[src/rtl/ctc_pkg.sv]
package ctc_pkg;

  localparam int unsigned BUS_AW = 3;
  localparam int unsigned BUS_DW = 8;

  typedef enum logic [BUS_AW-1:0] {
    A_TCLO  = 3'd0,
    A_TCHI  = 3'd1,
    A_MODE  = 3'd2,
    A_CMD   = 3'd3,
    A_CURHI = 3'd4,
    A_CURLO = 3'd5
  } ctc_addr_e;

  // bit2 square, bit1 retrigger, bit0 continuous
  typedef struct packed {
    logic square;
    logic retrig;
    logic cont;
  } ctc_mode_t;

  localparam int unsigned CMD_IE  = 0;
  localparam int unsigned CMD_CLR = 1;
  localparam int unsigned CMD_FRZ = 2;

endpackage

[src/rtl/ctc_rst_sync.sv]
module ctc_rst_sync #(
  parameter int unsigned STAGES = 2
) (
  input  logic clk,
  input  logic rst_n,
  output logic rst_sync_n
);
  logic [STAGES-1:0] sh_q;
  logic [STAGES-1:0] sh_n;

  always_comb sh_n = {sh_q[STAGES-2:0], 1'b1};

  always_ff @(posedge clk or negedge rst_n) begin
    if (!rst_n) sh_q <= '0;
    else        sh_q <= sh_n;
  end

  assign rst_sync_n = sh_q[STAGES-1];
endmodule

[src/rtl/ctc_edge_sync.sv]
module ctc_edge_sync #(
  parameter int unsigned STAGES = 2
) (
  input  logic clk,
  input  logic rst_n,
  input  logic din,
  output logic level,
  output logic rise,
  output logic fall
);
  logic [STAGES:0] sh_q;
  logic [STAGES:0] sh_n;

  always_comb sh_n = {sh_q[STAGES-1:0], din};

  always_ff @(posedge clk or negedge rst_n) begin
    if (!rst_n) sh_q <= '0;
    else        sh_q <= sh_n;
  end

  assign level = sh_q[STAGES-1];
  assign rise  = sh_q[STAGES-1] & ~sh_q[STAGES];
  assign fall  = ~sh_q[STAGES-1] & sh_q[STAGES];
endmodule

[src/rtl/ctc_down.sv]
module ctc_down
  import ctc_pkg::*;
#(
  parameter int unsigned CNT_W = 16
) (
  input  logic             clk,
  input  logic             rst_n,
  input  logic [CNT_W-1:0] tc_val,
  input  ctc_mode_t        mode,
  input  logic             trig_rise,
  input  logic             cnt_level,
  input  logic             cnt_rise,
  input  logic             gate_level,
  output logic [CNT_W-1:0] cnt,
  output logic             cip,
  output logic             gate_lat,
  output logic             load_evt,
  output logic             tc_evt,
  output logic             wave
);
  localparam logic [CNT_W-1:0] ONE = CNT_W'(1);

  logic [CNT_W-1:0] cnt_q, cnt_n;
  logic             cip_q, cip_n;
  logic             phase_q, phase_n;
  logic             gate_q, gate_n;
  logic             wave_q, wave_n;
  logic             step;

  // gate is transparent while the count clock is low, held while high
  always_comb gate_n = cnt_level ? gate_q : gate_level;

  always_comb begin
    load_evt = trig_rise & (~cip_q | mode.retrig);
    step     = cnt_rise & gate_q & cip_q & ~load_evt;
    cnt_n    = cnt_q;
    cip_n    = cip_q;
    phase_n  = phase_q;
    tc_evt   = 1'b0;
    if (load_evt) begin
      cnt_n   = tc_val;
      cip_n   = 1'b1;
      phase_n = 1'b0;
    end else if (step) begin
      if (cnt_q == ONE) begin
        if (mode.square && !phase_q) begin
          cnt_n   = tc_val;
          phase_n = 1'b1;
        end else begin
          tc_evt  = 1'b1;
          phase_n = 1'b0;
          if (mode.cont) begin
            cnt_n = tc_val;
          end else begin
            cnt_n = '0;
            cip_n = 1'b0;
          end
        end
      end else begin
        cnt_n = cnt_q - ONE;
      end
    end
    wave_n = mode.square ? (cip_n & ~phase_n) : tc_evt;
  end

  always_ff @(posedge clk or negedge rst_n) begin
    if (!rst_n) begin
      cnt_q   <= '0;
      cip_q   <= 1'b0;
      phase_q <= 1'b0;
      gate_q  <= 1'b0;
      wave_q  <= 1'b0;
    end else begin
      cnt_q   <= cnt_n;
      cip_q   <= cip_n;
      phase_q <= phase_n;
      gate_q  <= gate_n;
      wave_q  <= wave_n;
    end
  end

  assign cnt      = cnt_q;
  assign cip      = cip_q;
  assign gate_lat = gate_q;
  assign wave     = wave_q;
endmodule

[src/rtl/ctc_irq.sv]
module ctc_irq (
  input  logic clk,
  input  logic rst_n,
  input  logic tc_evt,
  input  logic ip_clr,
  input  logic ie,
  output logic ip,
  output logic err,
  output logic err_pend,
  output logic irq
);
  logic ip_q, ip_n;
  logic err_q, err_n;
  logic pend_q, pend_n;

  always_comb begin
    ip_n   = ip_q;
    err_n  = err_q;
    pend_n = pend_q;
    if (ip_clr) begin
      ip_n   = pend_q;
      err_n  = pend_q;
      pend_n = 1'b0;
    end
    if (tc_evt) begin
      if (ip_n) pend_n = 1'b1;
      ip_n = 1'b1;
    end
  end

  always_ff @(posedge clk or negedge rst_n) begin
    if (!rst_n) begin
      ip_q   <= 1'b0;
      err_q  <= 1'b0;
      pend_q <= 1'b0;
    end else begin
      ip_q   <= ip_n;
      err_q  <= err_n;
      pend_q <= pend_n;
    end
  end

  assign ip       = ip_q;
  assign err      = err_q;
  assign err_pend = pend_q;
  assign irq      = ip_q & ie;
endmodule

[src/rtl/ctc_snap.sv]
module ctc_snap #(
  parameter int unsigned CNT_W = 16
) (
  input  logic             clk,
  input  logic             rst_n,
  input  logic [CNT_W-1:0] cnt,
  input  logic             frz_req,
  input  logic             lo_read,
  output logic [CNT_W-1:0] cur,
  output logic             frozen
);
  logic [CNT_W-1:0] snap_q, snap_n;
  logic             frz_q, frz_n;

  always_comb begin
    snap_n = snap_q;
    frz_n  = frz_q;
    if (lo_read) frz_n = 1'b0;
    if (frz_req && !frz_q) begin
      frz_n  = 1'b1;
      snap_n = cnt;
    end
  end

  always_ff @(posedge clk or negedge rst_n) begin
    if (!rst_n) begin
      snap_q <= '0;
      frz_q  <= 1'b0;
    end else begin
      snap_q <= snap_n;
      frz_q  <= frz_n;
    end
  end

  assign cur    = frz_q ? snap_q : cnt;
  assign frozen = frz_q;
endmodule

[src/rtl/ctc_regs.sv]
module ctc_regs
  import ctc_pkg::*;
#(
  parameter int unsigned CNT_W = 16
) (
  input  logic              clk,
  input  logic              rst_n,
  input  logic              wr,
  input  logic              rd,
  input  logic [BUS_AW-1:0] addr,
  input  logic [BUS_DW-1:0] wdata,
  input  logic              ip,
  input  logic              err,
  input  logic              cip,
  input  logic              frozen,
  input  logic [CNT_W-1:0]  cur,
  output logic [BUS_DW-1:0] rdata,
  output logic [CNT_W-1:0]  tc_val,
  output ctc_mode_t         mode,
  output logic              ie,
  output logic              ip_clr,
  output logic              frz_req,
  output logic              lo_read
);
  localparam int unsigned HI_W = CNT_W - BUS_DW;

  logic [CNT_W-1:0] tc_q, tc_n;
  ctc_mode_t        mode_q, mode_n;
  logic             ie_q, ie_n;
  logic             wr_cmd;

  always_comb begin
    tc_n   = tc_q;
    mode_n = mode_q;
    ie_n   = ie_q;
    wr_cmd = wr && (addr == A_CMD);
    if (wr && addr == A_TCLO) tc_n[BUS_DW-1:0]     = wdata;
    if (wr && addr == A_TCHI) tc_n[CNT_W-1:BUS_DW] = wdata[HI_W-1:0];
    if (wr && addr == A_MODE) mode_n = ctc_mode_t'(wdata[2:0]);
    if (wr_cmd)               ie_n   = wdata[CMD_IE];
    ip_clr  = wr_cmd & wdata[CMD_CLR];
    frz_req = wr_cmd & wdata[CMD_FRZ];
    lo_read = rd && (addr == A_CURLO);
  end

  always_comb begin
    rdata = '0;
    case (addr)
      A_CMD:   rdata[4:0] = {frozen, cip, err, ip, ie_q};
      A_CURHI: rdata[HI_W-1:0] = cur[CNT_W-1:BUS_DW];
      A_CURLO: rdata = cur[BUS_DW-1:0];
      default: rdata = '0;
    endcase
  end

  always_ff @(posedge clk or negedge rst_n) begin
    if (!rst_n) begin
      tc_q   <= '0;
      mode_q <= '0;
      ie_q   <= 1'b0;
    end else begin
      tc_q   <= tc_n;
      mode_q <= mode_n;
      ie_q   <= ie_n;
    end
  end

  assign tc_val = tc_q;
  assign mode   = mode_q;
  assign ie     = ie_q;
endmodule

[src/rtl/ctc_channel.sv]
module ctc_channel
  import ctc_pkg::*;
#(
  parameter int unsigned CNT_W       = 16,
  parameter int unsigned SYNC_STAGES = 2
) (
  input  logic              clk,
  input  logic              rst_n,
  input  logic              bus_wr,
  input  logic              bus_rd,
  input  logic [BUS_AW-1:0] bus_addr,
  input  logic [BUS_DW-1:0] bus_wdata,
  output logic [BUS_DW-1:0] bus_rdata,
  input  logic              cnt_clk_i,
  input  logic              trig_i,
  input  logic              gate_i,
  output logic              wave_o,
  output logic              irq_o
);
  logic             rst_s_n;
  logic             cnt_lvl_w, cnt_rise_w, cnt_fall_w;
  logic             trg_lvl_w, trg_rise_w, trg_fall_w;
  logic             gate_lvl_w, gate_rise_w, gate_fall_w;
  logic [CNT_W-1:0] tc_val_w, cnt_w, cur_w;
  ctc_mode_t        mode_w;
  logic             cip_w, gate_lat_w, load_w, tc_evt_w;
  logic             ie_w, ip_clr_w, frz_req_w, lo_read_w;
  logic             ip_w, err_w, errp_w, frozen_w;

  ctc_rst_sync #(.STAGES(2)) u_rst (
    .clk(clk), .rst_n(rst_n), .rst_sync_n(rst_s_n)
  );

  ctc_edge_sync #(.STAGES(SYNC_STAGES)) u_cnt_sync (
    .clk(clk), .rst_n(rst_s_n), .din(cnt_clk_i),
    .level(cnt_lvl_w), .rise(cnt_rise_w), .fall(cnt_fall_w)
  );

  ctc_edge_sync #(.STAGES(SYNC_STAGES)) u_trg_sync (
    .clk(clk), .rst_n(rst_s_n), .din(trig_i),
    .level(trg_lvl_w), .rise(trg_rise_w), .fall(trg_fall_w)
  );

  ctc_edge_sync #(.STAGES(SYNC_STAGES)) u_gate_sync (
    .clk(clk), .rst_n(rst_s_n), .din(gate_i),
    .level(gate_lvl_w), .rise(gate_rise_w), .fall(gate_fall_w)
  );

  ctc_regs #(.CNT_W(CNT_W)) u_regs (
    .clk(clk), .rst_n(rst_s_n),
    .wr(bus_wr), .rd(bus_rd), .addr(bus_addr), .wdata(bus_wdata),
    .ip(ip_w), .err(err_w), .cip(cip_w), .frozen(frozen_w), .cur(cur_w),
    .rdata(bus_rdata), .tc_val(tc_val_w), .mode(mode_w), .ie(ie_w),
    .ip_clr(ip_clr_w), .frz_req(frz_req_w), .lo_read(lo_read_w)
  );

  ctc_down #(.CNT_W(CNT_W)) u_down (
    .clk(clk), .rst_n(rst_s_n),
    .tc_val(tc_val_w), .mode(mode_w),
    .trig_rise(trg_rise_w), .cnt_level(cnt_lvl_w), .cnt_rise(cnt_rise_w),
    .gate_level(gate_lvl_w),
    .cnt(cnt_w), .cip(cip_w), .gate_lat(gate_lat_w),
    .load_evt(load_w), .tc_evt(tc_evt_w), .wave(wave_o)
  );

  ctc_irq u_irq (
    .clk(clk), .rst_n(rst_s_n),
    .tc_evt(tc_evt_w), .ip_clr(ip_clr_w), .ie(ie_w),
    .ip(ip_w), .err(err_w), .err_pend(errp_w), .irq(irq_o)
  );

  ctc_snap #(.CNT_W(CNT_W)) u_snap (
    .clk(clk), .rst_n(rst_s_n),
    .cnt(cnt_w), .frz_req(frz_req_w), .lo_read(lo_read_w),
    .cur(cur_w), .frozen(frozen_w)
  );
endmodule

[config.mk]
export PLATFORM = sky130hd
export DESIGN_NAME = ctc_channel
export DESIGN_NICKNAME = d
export VERILOG_FILES = /design/src/rtl/ctc_pkg.sv /design/src/rtl/ctc_rst_sync.sv /design/src/rtl/ctc_edge_sync.sv /design/src/rtl/ctc_down.sv /design/src/rtl/ctc_irq.sv /design/src/rtl/ctc_snap.sv /design/src/rtl/ctc_regs.sv /design/src/rtl/ctc_channel.sv
export SDC_FILE = /design/constraint.sdc
export NUM_CORES = 1
export LEC_CHECK = 0
export BUFFER_PORTS_ARGS = -buffer_cell sky130_fd_sc_hd__buf_2
export CELL_PAD_IN_SITES_DETAIL_PLACEMENT = 2
export CELL_PAD_IN_SITES_GLOBAL_PLACEMENT = 2
export CORE_MARGIN = 8
export CORE_UTILIZATION = 40
export CTS_CLUSTER_DIAMETER = 100
export DETAILED_ROUTE_END_ITERATION = 12
export GPL_ROUTABILITY_DRIVEN = 1
export GPL_TIMING_DRIVEN = 0
export MAX_ROUTING_LAYER = met4
export PLACE_DENSITY_LB_ADDON = 0.1
export SYNTH_ARGS = -nofsm -noshare
export SYNTH_HDL_FRONTEND = slang
export SYNTH_SLANG_ARGS = --single-unit
[constraint.sdc]
create_clock -name clk -period 3 [get_ports clk]
set_input_delay 0.45 -clock clk [delete_from_list [all_inputs] [get_ports clk]]
set_output_delay 0.45 -clock clk [all_outputs]
set_load 0.05 [all_outputs]
==> After elaboration in Yosys (flattened, before gate mapping) <==
Index checks and enable logic that the tools add are counted.
{ "classes": {"addsub": 1, "eq_ne": 6, "n_mux": 29, "n_bitwise": 16, "n_reduce_logical": 12} }
{ "ops": {"columns": ["operator", "count"], "rows": [
  ["$mux 16", 6],
  ["$mux 1", 21],
  ["$eq 16x1->1 const B", 1],
  ["$sub 16x1->16 const B", 1],
  ["$pmux 5 s3", 1],
  ["$and 1x1->1", 10],
  ["$logic_and 1x1->1", 7],
  ["$eq 3x2->1 const B", 2],
  ["$eq 3x3->1 const B", 2],
  ["$pmux 3 s2", 1],
  ["$not 1->1", 5],
  ["$reduce_bool 2->1", 2],
  ["$eq 3x1->1 const B", 1],
  ["$logic_not 3->1", 1],
  ["$logic_not 1->1", 2],
  ["$or 1x1->1", 1]
]} }
{ "totals": {"reg_bits": 70, "output_inout_bits": 10, "wordCells": 84} }

==> Longest topological paths before layout <==
{ "depth": {"ltp_word": 10, "depth_mapped": 9, "mapped_depth_nobuf": 7} }

==> Modules after synthesis <==
From an unflattened synthesis, not the netlist that was laid out.
{ "hier_totals": {"hier_cells": 295, "hier_area_um2": 3606.0} }
{ "modules_own_cells": {"columns": ["module", "n_inst", "cells_each", "area_each_um2", "seq_area_each_um2"], "rows": [
  ["ctc_down", 1, 143, 1300.0, 500.5],
  ["ctc_regs", 1, 69, 969.7, 500.5],
  ["ctc_snap", 1, 56, 889.6, 425.4],
  ["ctc_edge_sync", 3, 5, 90.1, 75.1],
  ["ctc_irq", 1, 9, 122.6, 75.1],
  ["ctc_rst_sync", 1, 3, 53.8, 50.0]
]} }

==> Worst setup path after synthesis <==
OpenSTA, ideal clock, no wires.
{ "synth_path": {"path_kind": "register to output", "startpoint": "reg u_snap.frz_q (netlist: u_snap.frozen)", "endpoint": "out bus_rdata[3]", "arrival_time_ps": 2183, "required_time_ps": 2550, "slack_ps": 367, "stages_incl_launch_ff": 5, "path_buffers": 2, "path_cell_list": "dfrtp_1 > buf_2 > buf_1 > mux2i_1 > o21ai_0"} }
{ "synth_via": {"elab_chain_cells": 2} }
{ "synth_rtl": {"columns": ["item", "line", "source"], "rows": [
  ["start, declared", "ctc_snap.sv:13", "logic frz_q, frz_n;"],
  ["start signal, assigned", "ctc_snap.sv:31", "frz_q <= frz_n;"],
  ["$mux 16", "ctc_snap.sv:35", "assign cur = frz_q ? snap_q : cnt;"],
  ["$pmux 5 s3", "ctc_regs.sv:48", "case (addr)"],
  ["end, declared", "ctc_channel.sv:13", "output logic [BUS_DW-1:0] bus_rdata,"]
]} }
Every way passes these cells.

==> Final worst setup path <==
Same ends and word-level chain as after synthesis.

==> key figures <==
Timing
  – Setup Viol. Count Final: 0
  – Highest clock rate: just under 400 MHz
  – Final worst path period need: 2.57 ns
  – Clk_skew: between 0.009 and 0.01 ns
  – RSZ-0062 raised after global routing: false
  – Sum Neg Setup Slack: 0 ns
  – Slew @ Worst Pin: 0.904 ns
  – Relative slew slack: 39.8%
  – PnR worst setup slack: 0.431 ns
  – Period utilization: between 80% and 90%
  – Count of final max-slew check failures: 0
  – Hold_ws: 0.206 ns
  – Final hold vios: 0

Setup path
  – Critical setup path kind: flop to output port
  – Critical path's top delay family: buffers and inverters
  – CP max stage cell: buf_1
  – CP Launch Type: flop
  – RR Startpoint: u_down.cnt[1]$_DFFE_PN0P_
  – Cell count along the critical path: 5
  – Worst Setup End Kind: output port
  – Crit path from: u_snap.frozen$_DFFE_PN0P_
  – R2r worst-path depth: 8
  – Max FO, Critical Path: 10
  – Buf/Inv on CP: 3
  – Critical path's most frequent cell: buf_2
  – Crit-path max cell delay: 0.54 ns
  – Cell Chain, Critical Path: buf_2, buf_1, mux2i_1, o21ai_0, buf_2
  – Critical Path AT: 2.12 ns
  – CP required: 2.55 ns

Routing
  – WL met3: roughly 330 um
  – Met1 wire length: 4450 um
  – DRC: 0
  – Via Count: 2536
  – Routed wire per std cell: 21.2 um
  – DRT Pass-1 Iters: 4
  – Post-DRT Antenna Nets: 0
  – Mean number of vias per cell: a little under 6
  – Iter 0 DRT Violations: between 100 and 150
  – Wirelength, routed: 9300 um
  – Routed wl met2: 4370 um
  – Highest routed layer: met4

Placement
  – Inst Count DP: 422
  – Dpl ws: 0.656 ns
  – Detail Placement HPWL: between 6000 and 7000 um
  – Post-DP Area: 3670 um2
  – Routability cong.: 0.897
  – Count of input and output buffers: 26

Floorplan
  – Row count: 33
  – Initial Utilization: between 40 and 50%
  – Die footprint: 11700 um2
  – Die span in x: 108 um
  – I/O Pins: 28
  – Die Y: roughly 110 um
  – Core area: slightly above 8000 um2

Power
  – Net Sw Power: about 1.2 mW
  – Pint: between 2 and 2.5 mW
  – PwrDens: 852 nW/um2
  – IR drop worst, VDD: 0.391 mV
  – Sequential share of power: 46.8%
  – Power share of the clock group: between 20% and 30%
  – Sw Share: 37.4%
  – Final Power: 3.31 mW
  – Pleak: 1.67 nW
  – Combinational power share: 29.3%

Synthesis
  – Syn Std Cell Area: 3400 um2
  – Main synth FF type: dfrtp_1
  – Avg Synthesized Cell Area: 11.7 um2
  – EDFF count, synth: 0
  – Synth unique cells: 53
  – Synth warn: 0
  – Mapped Nets: between 300 and 400
  – #FFs+latches synth: 70
  – Gate Count Post-Synth: 291
  – Asr flop ratio synth: 100%
  – Share of the yosys chip area belonging to registers: 51.5%

Clock tree
  – # Post-CTS Setup Buffers: 0
  – Root buffer cell: clkbuf_8
  – CTS tree: yes
  – Hold Buf Count CTS: 1
  – Worst-Skew Late Latency: 0.35 ns
  – Clk sink count: 70
  – Clock slew at reported path FFs: 0.08 ns
  – Depth of the CTS H-tree: 3
  – CTS Buffer Depth: 2
  – Post-CTS Resized: 0
  – Num CTS Buffers: 9

Global routing
  – Vias in the first global route: 2775
  – Antenna violations before repair: 0
  – Global-route wire length before repair: approximately 15000 um
  – Largest net degree at the start of global routing: 69
  – GR Util All Layers: 17.6%
  – Congestion Overflow GR: 0

Finish
  – Final Cell Area: 3880 um2
  – Final core occ: 47.3%
  – Cell Count, Final, Fillers Out: 439
  – Share of layout cells above drive strength 1: 30.8%
  – Nets: 349
  – N_diodes: 0
  – Area growth from synthesis to layout: 14.1%

Run status
  – Outcome: finished clean

Hold path
  – Cells on Worst Hold Path: 1
  – Worst min-delay path class: input pin to flop
  – HP Start: cnt_clk_i

Flow run
  – Total of max-cap violations: 0
## final cells by class
| cell class | count | area (um2) |
|---|---|---|
| inverter | 5 | 18.8 |
| buffer | 13 | 72.6 |
| clock buffer | 10 | 138 |
| fill | 887 | 4330 |
| timing repair buffer | 27 | 140 |
| tap | 105 | 131 |
| clock inverter | 6 | 67.6 |
| sequential | 70 | 1760 |
| multi-input combinational | 203 | 1560 |
## flip-flops by register name (all words and copies together), names as in the netlist
signal / cells
u_snap.frozen: 1
u_regs.tc_val: 16
u_gate_sync.sh_q: 2
u_snap.snap_q: 16
u_irq.err_pend: 1
u_irq.ip: 1
u_down.gate_lat: 1
u_down.cnt: 16
u_down.wave: 1
u_cnt_sync.sh_q: 3
u_regs.mode: 3
u_down.phase_q: 1
u_irq.err: 1
u_regs.ie: 1
u_rst.sh_q: 2
u_down.cip: 1
u_trg_sync.sh_q: 3
## kinds of logic (layout without fill, tap and decap cells)
kind of cell             Yosys count  after routing  synth area share [%]
AND/OR/NAND/NOR                   81             81                  14.8
multiplexers                      53             53                  17.0
AO/OA/AOI/OAI                     61             61                  12.0
adder cells (fa/ha/maj)            2              2                 0.735
flip-flops                        70             70                  51.5
XOR/XNOR                           5              5                  1.29
other                              1              1                 0.110
buffers and inverters             18             61                  2.68
## placed cells by master (no fill, tap or decap), drive strengths merged, types with 3 or more instances in the layout
cell type | netlist | final
dfrtp | 70 | 70
mux2 | 37 | 37
buf | 11 | 37
nand2 | 21 | 21
o21ai | 18 | 18
mux2i | 16 | 16
nor2 | 13 | 13
a21oi | 12 | 12
clkbuf | 2 | 12
nand3 | 7 | 7
inv | 5 | 7
nor3 | 7 | 7
o31ai | 5 | 5
a32oi | 5 | 5
nor3b | 5 | 5
nor4 | 5 | 5
o22ai | 4 | 4
o221ai | 4 | 4
xor2 | 4 | 4
a221o | 4 | 4
nor2b | 3 | 3
nand2b | 3 | 3
a221oi | 3 | 3
nand4 | 3 | 3
or2 | 3 | 3
## worst paths after layout
kind,endpoint,slack [ns]
hold reg to reg,u_trg_sync.sh_q[1]$_DFF_PN0_,0.35
setup / recovery,bus_rdata[3],0.43
hold / removal,u_cnt_sync.sh_q[0]$_DFF_PN0_,0.21
setup reg to reg,u_down.cnt[8]$_DFFE_PN0P_,0.71
max in group asynchronous,u_regs.tc_val[5]$_DFFE_PN0P_,1.95
min in group asynchronous,u_rst.sh_q[1]$_DFF_PN0_,0.41
## power groups by stage
stage	logic, mW	registers [mW]	clock network, mW
after floorplan	0.750	1.45	0
after global placement	0.933	1.55	0
after detailed placement	0.968	1.57	0
after CTS	0.978	1.55	0.816
after global routing	1.06	1.59	0.858
final	0.969	1.55	0.792
## synthesized netlist by cell type, types with 3 or more instances
cell | instances | area (um2)
a21oi_1 | 12 | 60.1
a221o_1 | 4 | 40.0
a221oi_1 | 3 | 26.3
a32oi_1 | 5 | 43.8
buf_2 | 7 | 35.0
dfrtp_1 | 70 | 1750
inv_1 | 5 | 18.8
mux2_2 | 37 | 417
mux2i_1 | 16 | 160
nand2_1 | 21 | 78.8
nand2b_1 | 3 | 18.8
nand3_1 | 6 | 30.0
nand4_1 | 3 | 18.8
nor2_1 | 13 | 48.8
nor2b_1 | 3 | 18.8
nor3_1 | 5 | 25.0
nor3b_1 | 3 | 22.5
o21ai_0 | 17 | 85.1
o221ai_1 | 4 | 35.0
o22ai_1 | 4 | 25.0
o31ai_1 | 5 | 37.5
xor2_1 | 4 | 35.0
## metal layers
layer	global-route usage (%)	up-vias
met4	6.24	0
met1	23.1	1323
met2	26.6	45
met3	3.15	11
met5	-	-
li1	-	1157
## worst register-to-register path: stages, from the launching register on
cell     delay (ns)
dfrtp_1        0.51
inv_1          0.12
ha_1           0.19
nor4b_2        0.16
and4_1         0.22
buf_4          0.16
nor2_1         0.44
nand2_1        0.19
o31ai_1        0.23
Power figures use the tool's default switching activity.
